$ cat config.mk
export PLATFORM = sky130hd
export DESIGN_NAME = dual_bank_regfile
export DESIGN_NICKNAME = d
export VERILOG_FILES = /design/src/rtl/dual_bank_regfile.sv
export SDC_FILE = /design/constraint.sdc
export NUM_CORES = 2
export LEC_CHECK = 0
export BUFFER_PORTS_ARGS = -buffer_cell sky130_fd_sc_hd__buf_2
export CAP_MARGIN = 30
export CORE_MARGIN = 8
export CORE_UTILIZATION = 45
export CTS_BUF_LIST = sky130_fd_sc_hd__clkbuf_4
export CTS_CLUSTER_DIAMETER = 30
export DETAILED_ROUTE_END_ITERATION = 10
export SLEW_MARGIN = 20
export SYNTH_ARGS = -nofsm -noshare
export SYNTH_HDL_FRONTEND = slang
export SYNTH_SLANG_ARGS = --single-unit
$ cat constraint.sdc
create_clock -name clk -period 2.6 [get_ports clk]
set_input_delay 0.13 -clock clk [delete_from_list [all_inputs] [get_ports clk]]
set_output_delay 0.13 -clock clk [all_outputs]
set_load 0.03 [all_outputs]
$ cat src/rtl/dual_bank_regfile.sv
module dual_bank_regfile #(
  parameter int NBANK = 2,
  parameter int NREG  = 16,
  parameter int W     = 32,
  parameter int XW    = 8,
  parameter int NWR   = 2,
  parameter int NRD   = 4
) (
  input  logic                           clk,
  input  logic                           rst,
  input  logic [NWR-1:0]                 wr_en,
  input  logic [NWR-1:0]                 wr_long,
  input  logic [NWR*$clog2(NBANK)-1:0]   wr_bank,
  input  logic [NWR*$clog2(NREG)-1:0]    wr_idx,
  input  logic [NWR*(W+XW)-1:0]          wr_data,
  output logic [NWR-1:0]                 wr_err,
  input  logic [NRD*$clog2(NBANK)-1:0]   rd_bank,
  input  logic [NRD-1:0]                 rd_long,
  input  logic [NRD*$clog2(NREG)-1:0]    rd_idx,
  output logic [NRD*(W+XW)-1:0]          rd_data,
  output logic [NRD-1:0]                 rd_err
);
  localparam int BW   = $clog2(NBANK);
  localparam int IW   = $clog2(NREG);
  localparam int AW   = BW + IW;
  localparam int LW   = W + XW;
  localparam int NENT = NBANK * NREG;
  localparam logic [AW-1:0] ODD = AW'(1);

  logic [W-1:0]  rf [NENT];
  logic [AW-1:0] wa [NWR];
  logic [AW-1:0] ra [NRD];

  for (genvar w = 0; w < NWR; w++) begin : g_wr
    assign wa[w]     = {wr_bank[w*BW +: BW], wr_idx[w*IW +: IW]};
    assign wr_err[w] = wr_en[w] & wr_long[w] & wr_idx[w*IW];
  end

  always_ff @(posedge clk) begin
    if (rst) begin
      for (int i = 0; i < NENT; i++) rf[i] <= '0;
    end else begin
      for (int w = 0; w < NWR; w++) begin
        if (wr_en[w] && !wr_err[w]) begin
          rf[wa[w]] <= wr_data[w*LW +: W];
          if (wr_long[w])
            rf[wa[w] | ODD] <= {{(W-XW){1'b0}}, wr_data[w*LW+W +: XW]};
        end
      end
    end
  end

  for (genvar r = 0; r < NRD; r++) begin : g_rd
    assign ra[r]     = {rd_bank[r*BW +: BW], rd_idx[r*IW +: IW]};
    assign rd_err[r] = rd_long[r] & rd_idx[r*IW];
    assign rd_data[r*LW +: LW] = rd_err[r]  ? '0 :
                                 rd_long[r] ? {rf[ra[r] | ODD][XW-1:0], rf[ra[r]]} :
                                              {{XW{1'b0}}, rf[ra[r]]};

    p_short_zext_r2: assert property (@(posedge clk) disable iff (rst)
      !rd_long[r] |-> rd_data[r*LW+W +: XW] == '0);
  end

  logic any_nz;
  always_comb begin
    any_nz = 1'b0;
    for (int i = 0; i < NENT; i++) any_nz = any_nz | (|rf[i]);
  end

  p_reset_clears_r7: assert property (@(posedge clk)
    rst |=> !any_nz);

  for (genvar w = 0; w < NWR; w++) begin : g_chk
    logic solo;
    assign solo = (wr_en == (NWR'(1) << w));

    p_err_no_write_r5: assert property (@(posedge clk) disable iff (rst)
      solo && wr_err[w] |=> rf[$past(wa[w])] == $past(rf[wa[w]]) &&
                            rf[$past(wa[w]) & ~ODD] == $past(rf[wa[w] & ~ODD]));

    p_long_low_r3: assert property (@(posedge clk) disable iff (rst)
      solo && wr_long[w] && !wr_err[w] |=> rf[$past(wa[w])] == $past(wr_data[w*LW +: W]));

    p_long_high_r3: assert property (@(posedge clk) disable iff (rst)
      solo && wr_long[w] && !wr_err[w] |=>
        rf[$past(wa[w]) | ODD] == {{(W-XW){1'b0}}, $past(wr_data[w*LW+W +: XW])});
  end

  p_last_port_wins_r9: assert property (@(posedge clk) disable iff (rst)
    wr_en[NWR-1] && !wr_err[NWR-1] |=>
      rf[$past(wa[NWR-1])] == $past(wr_data[(NWR-1)*LW +: W]));
endmodule

# Word level (Yosys, flattened, before mapping)
# Memories as Yosys holds them, arrays and structs flattened.
# Index checks and enable logic that the tools add are counted.
# Widths: inputs -> output; s select.
# classes
bitwise,8
muxes,36
n_reduce_logical,8
# op_table
operator,n
$mux 40,8
$mux 32,4
$reduce_or 32->1,4
$mux 1,20
$mux 5,4
$and 1x1->1,8
$logic_and 1x1->1,2
$logic_not 1->1,2
# word_totals
memories,1
inputBits,120
reg_bits,0
ram_bits,1024
# memory_table
name,depth,width,read_ports,rd_ports_with_merged_regs,wr,line_no,source
rf,32,32,8,0,32,30,logic [W-1:0] rf [NENT];

# Depth between registers and ports, before layout
# depth
ltp_word,9
ltp_mapped,9
mapped_depth_nobuf,5

# Worst setup path after synthesis
# Ideal clock, no wire load.
# synth_path
path_type,input port to flip-flop
from,input rst
to,memory rf[6][0] (enable)
setup_time_ns,0.390
t_arrival_ns,2.114
required_ns,2.210
setup_slack_ns,0.097
cell_stages,6
path_cell_list,buf_2 > or3b_1 > clkbuf_1 > or2_2 > nor2_1 > or3_1
# synth_rtl
element,line_no,source
start: declaration,10,"input logic rst,"
end: declaration,30,

==> flow_metrics.env <==
export IMPL_largest_reg_flops=1024
export IMPL_synthMuxAreaShare=0.351
export IMPL_firstDrtPassIters=10
export IMPL_clkSlewWorstSetupHoldPaths_ps=70
export IMPL_initial_core_util=0.452
export IMPL_cp_top_family="multiplexers"
export IMPL_die_h_um=434
export IMPL_synth_seq_area_share=0.343
export IMPL_pwr_share_seq=0.385
export IMPL_tightestPinTransition_ps=1140
export IMPL_ant_nets=0
export IMPL_synth_edf_count=640
export IMPL_grt_max_degree=65
export IMPL_reg_top3="rf: 1024 flops"
export IMPL_hold_class="in2reg"
export IMPL_timing_critical_path_mode_cell="a21oi_1"
export IMPL_fin_hold_ws_ps=121
export IMPL_synthArstFlopShare=0
export IMPL_yosys_area_share_simple=0.100
export IMPL_gp_routability_congestion=1.08
export IMPL_io_pins=286
export IMPL_nets=7993
export IMPL_synth_xor_xnor_area_share=0.000319
export IMPL_ys_types=64
export IMPL_critPathKind="reg2out"
export IMPL_grt_overflow=0
export IMPL_rsz0062_at_grt="yes"
export IMPL_outcome="finished, violations left"
export IMPL_synth_compound_area_frac=0.157
export IMPL_min_period_over_period=1.38
export IMPL_path_cells="mux4_2, mux2i_1, nor2_1, a21oi_1, a21oi_1, buf_4"
export IMPL_top_register="rf"
export IMPL_cp_data_required_time_ps=2470
export IMPL_slowest_delay_ps=500
export IMPL_viasPerCell=7.50
export IMPL_clkLatencyLatePin_ps=1400
export IMPL_cp_max_fo=4
export IMPL_power_density_nw_per_um2=490
export IMPL_fin_skew_ps=0
export IMPL_ys_ff_latch=1024
export IMPL_power_leakage_uw=0.0351
export IMPL_worstSetupStartpointType="flip-flop"
export IMPL_synth_warnings=0
export IMPL_dp_hpwl_mm=283
export IMPL_synthAdderAreaFrac=0
export IMPL_cts_htree_levels=5
export IMPL_violations="setup timing"
export IMPL_drive_gt1_frac=0.431
export IMPL_peakVddDrop_v=0.000478
export IMPL_grt_pass1_vias=74500
export IMPL_critPathCaptureType="primary output"
export IMPL_synth_cells=7069
export IMPL_setup_ws_ps=-976
export IMPL_cts_buffers=326
export IMPL_slew_headroom=0.239
export IMPL_combPwrFrac=0.272
export IMPL_drt_iter0_markers=14600
export IMPL_power_switching_uw=16700
export IMPL_maxCapViolCount=0
export IMPL_synth_area_per_cell_um2=11.1
export IMPL_track_usage=0.437
export IMPL_drcViolationCount=0
export IMPL_cts_sinks=1024
export IMPL_fill_cells=14500
export IMPL_r2r_slack_ps=610
export IMPL_hold_viol=0
export IMPL_wl_mm=426
export IMPL_swShare=0.342
export IMPL_dieArea_um2=188000
export IMPL_core_um2=174000
export IMPL_syn_nets=7189
export IMPL_syn2layout_area_growth_pct=27.0
export IMPL_cts_root_buffer="clkbuf_4"
export IMPL_die_w_um=434
export IMPL_fmax_mhz=280
export IMPL_wl_per_cell_um=40.7
export IMPL_syn_area_um2=78500
export IMPL_maxSlewViolCount=0
export IMPL_critical_path_buf_inv_count=1
export IMPL_clockBufferDepth=4
export IMPL_via_count=78400
export IMPL_placementRows=153
export IMPL_setup_viol=162
export IMPL_cp_slowest_cell="mux4_2"
export IMPL_p_int_uw=32200
export IMPL_io_buffers=285
export IMPL_grt_pass1_wl_mm=585
export IMPL_synth_top_family_by_area="multiplexers"
export IMPL_antenna_found_initial=38
export IMPL_tns_ps=-117570
export IMPL_critPathArrivalTime_ps=3450
export IMPL_pwr_share_clk=0.344
export IMPL_cts_tree="yes"
export IMPL_synth_ff_type="edfxtp_1"
export IMPL_fin_crit_ps=3580
per-layer routing:
layer / wire length (µm) / vias up / share of wire / global-route usage
li1: - / 29800 / - / -
met1: 146000 / 38900 / 0.34 / 0.553
met2: 175000 / 7935 / 0.41 / 0.609
met3: 74800 / 1711 / 0.18 / 0.213
met4: 30900 / 10 / 0.072 / 0.248
met5: 184 / - / 0.00043 / 0.00512
path summary, 6_finish.rpt:
kind                                    end         from  cells past startpoint
worst max-delay path            rd_data[22]   rf[26][22]                      6
worst min-delay path             rf[24][12]  wr_data[12]                      4
worst max register to register    rf[1][25]    rf[1][25]                      4
worst min register to register    rf[17][9]    rf[17][9]                      2
stage by stage:
stage | util | instances | cell area, µm² | setup WS [ps] | total power, µW
2_1_floorplan | - | 7069 | 78500 | 96.6 | 24700
3_3_place_gp | 0.506 | 9571 | 87900 | -440 | 29800
3_5_place_dp | 0.507 | 9575 | 88000 | -409 | 29900
4_1_cts | 0.567 | 10400 | 98400 | -932 | 47800
5_1_grt | 0.574 | 10400 | 99700 | -951 | 49800
6_report | 0.574 | 10500 | 99700 | -976 | 48900
kinds of logic (layout without fill, tap and decap cells):
kind of cell / Yosys count / in the layout
other cells: 0 / 29
flops: 1024 / 1024
simple gates: 1838 / 1838
buf+inv: 938 / 1976
xor+xnor: 2 / 2
mux: 1453 / 1453
compound gates: 1814 / 1814
worst min-delay path, stage by stage:
cell and delay (ps):
dlygate4sd3_1 590, buf_2 390, nand2_1 140, o21ai_0 70
power groups by stage:
stage / clock [µW] / combinational [µW] / sequential [µW]
2_1_floorplan: 0 / 6020 / 18700
3_3_place_gp: 0 / 10700 / 19100
3_5_place_dp: 0 / 10800 / 19100
4_1_cts: 16800 / 12300 / 18700
5_1_grt: 17600 / 13300 / 18900
6_report: 16800 / 13300 / 18800
layout by cell type, fill, tap and decap left out, types with 54 or more instances in the layout:
master	instances
mux4_2	1019
nand2_1	899
edfxtp_1	640
buf_4	612
clkbuf_4	450
nor2_1	419
dfxtp_1	383
o21ai_0	376
buf_6	253
a22o_1	241
dlygate4sd3_1	236
a22oi_1	233
a21oi_1	206
a221o_1	192
mux2_2	161
buf_12	152
mux2i_1	129
and2_1	128
buf_2	112
nand3_1	107
a21oi_2	98
o22ai_1	91
a21oi_4	87
mux2_4	77
clkinv_1	67
nor2_4	64
a221oi_1	54
cells in the mapped netlist (all sizes together), types with 133 or more instances:
cell / count / area, µm²
mux4: 1019 / 22900
nand2: 900 / 3380
edfxtp: 640 / 19200
clkbuf: 619 / 2320
nor2: 529 / 1990
o21ai: 482 / 2410
a21oi: 391 / 1960
dfxtp: 384 / 7690
buf: 300 / 1440
a22o: 242 / 2120
mux2: 238 / 2680
a22oi: 234 / 1760
mux2i: 196 / 1960
a221o: 192 / 1920
and2: 133 / 832
final cells by class:
type                    count  area [µm²]  share of cell area
diodes                     29        72.6            0.000728
clock buffers             450        3380              0.0339
clock inverters           112         652             0.00654
inverters                  19        71.3            0.000715
multi-input cells        5107       51900               0.520
flip-flops and latches   1024       26900               0.270
well taps                2325        2910              0.0292
repair buffers           1395       13900               0.139
repair_timing:
action / 4_1_cts / 5_1_grt
pin swaps: 152 / 100
endpoints found under the setup margin: 160 / 224
hold endpoints to repair: 1415 / 9
resized for setup: 997 / 241
hold buffers: 243 / 3
setup buffers: 45 / 26
Note: power is estimated with default switching activity, not from simulation.
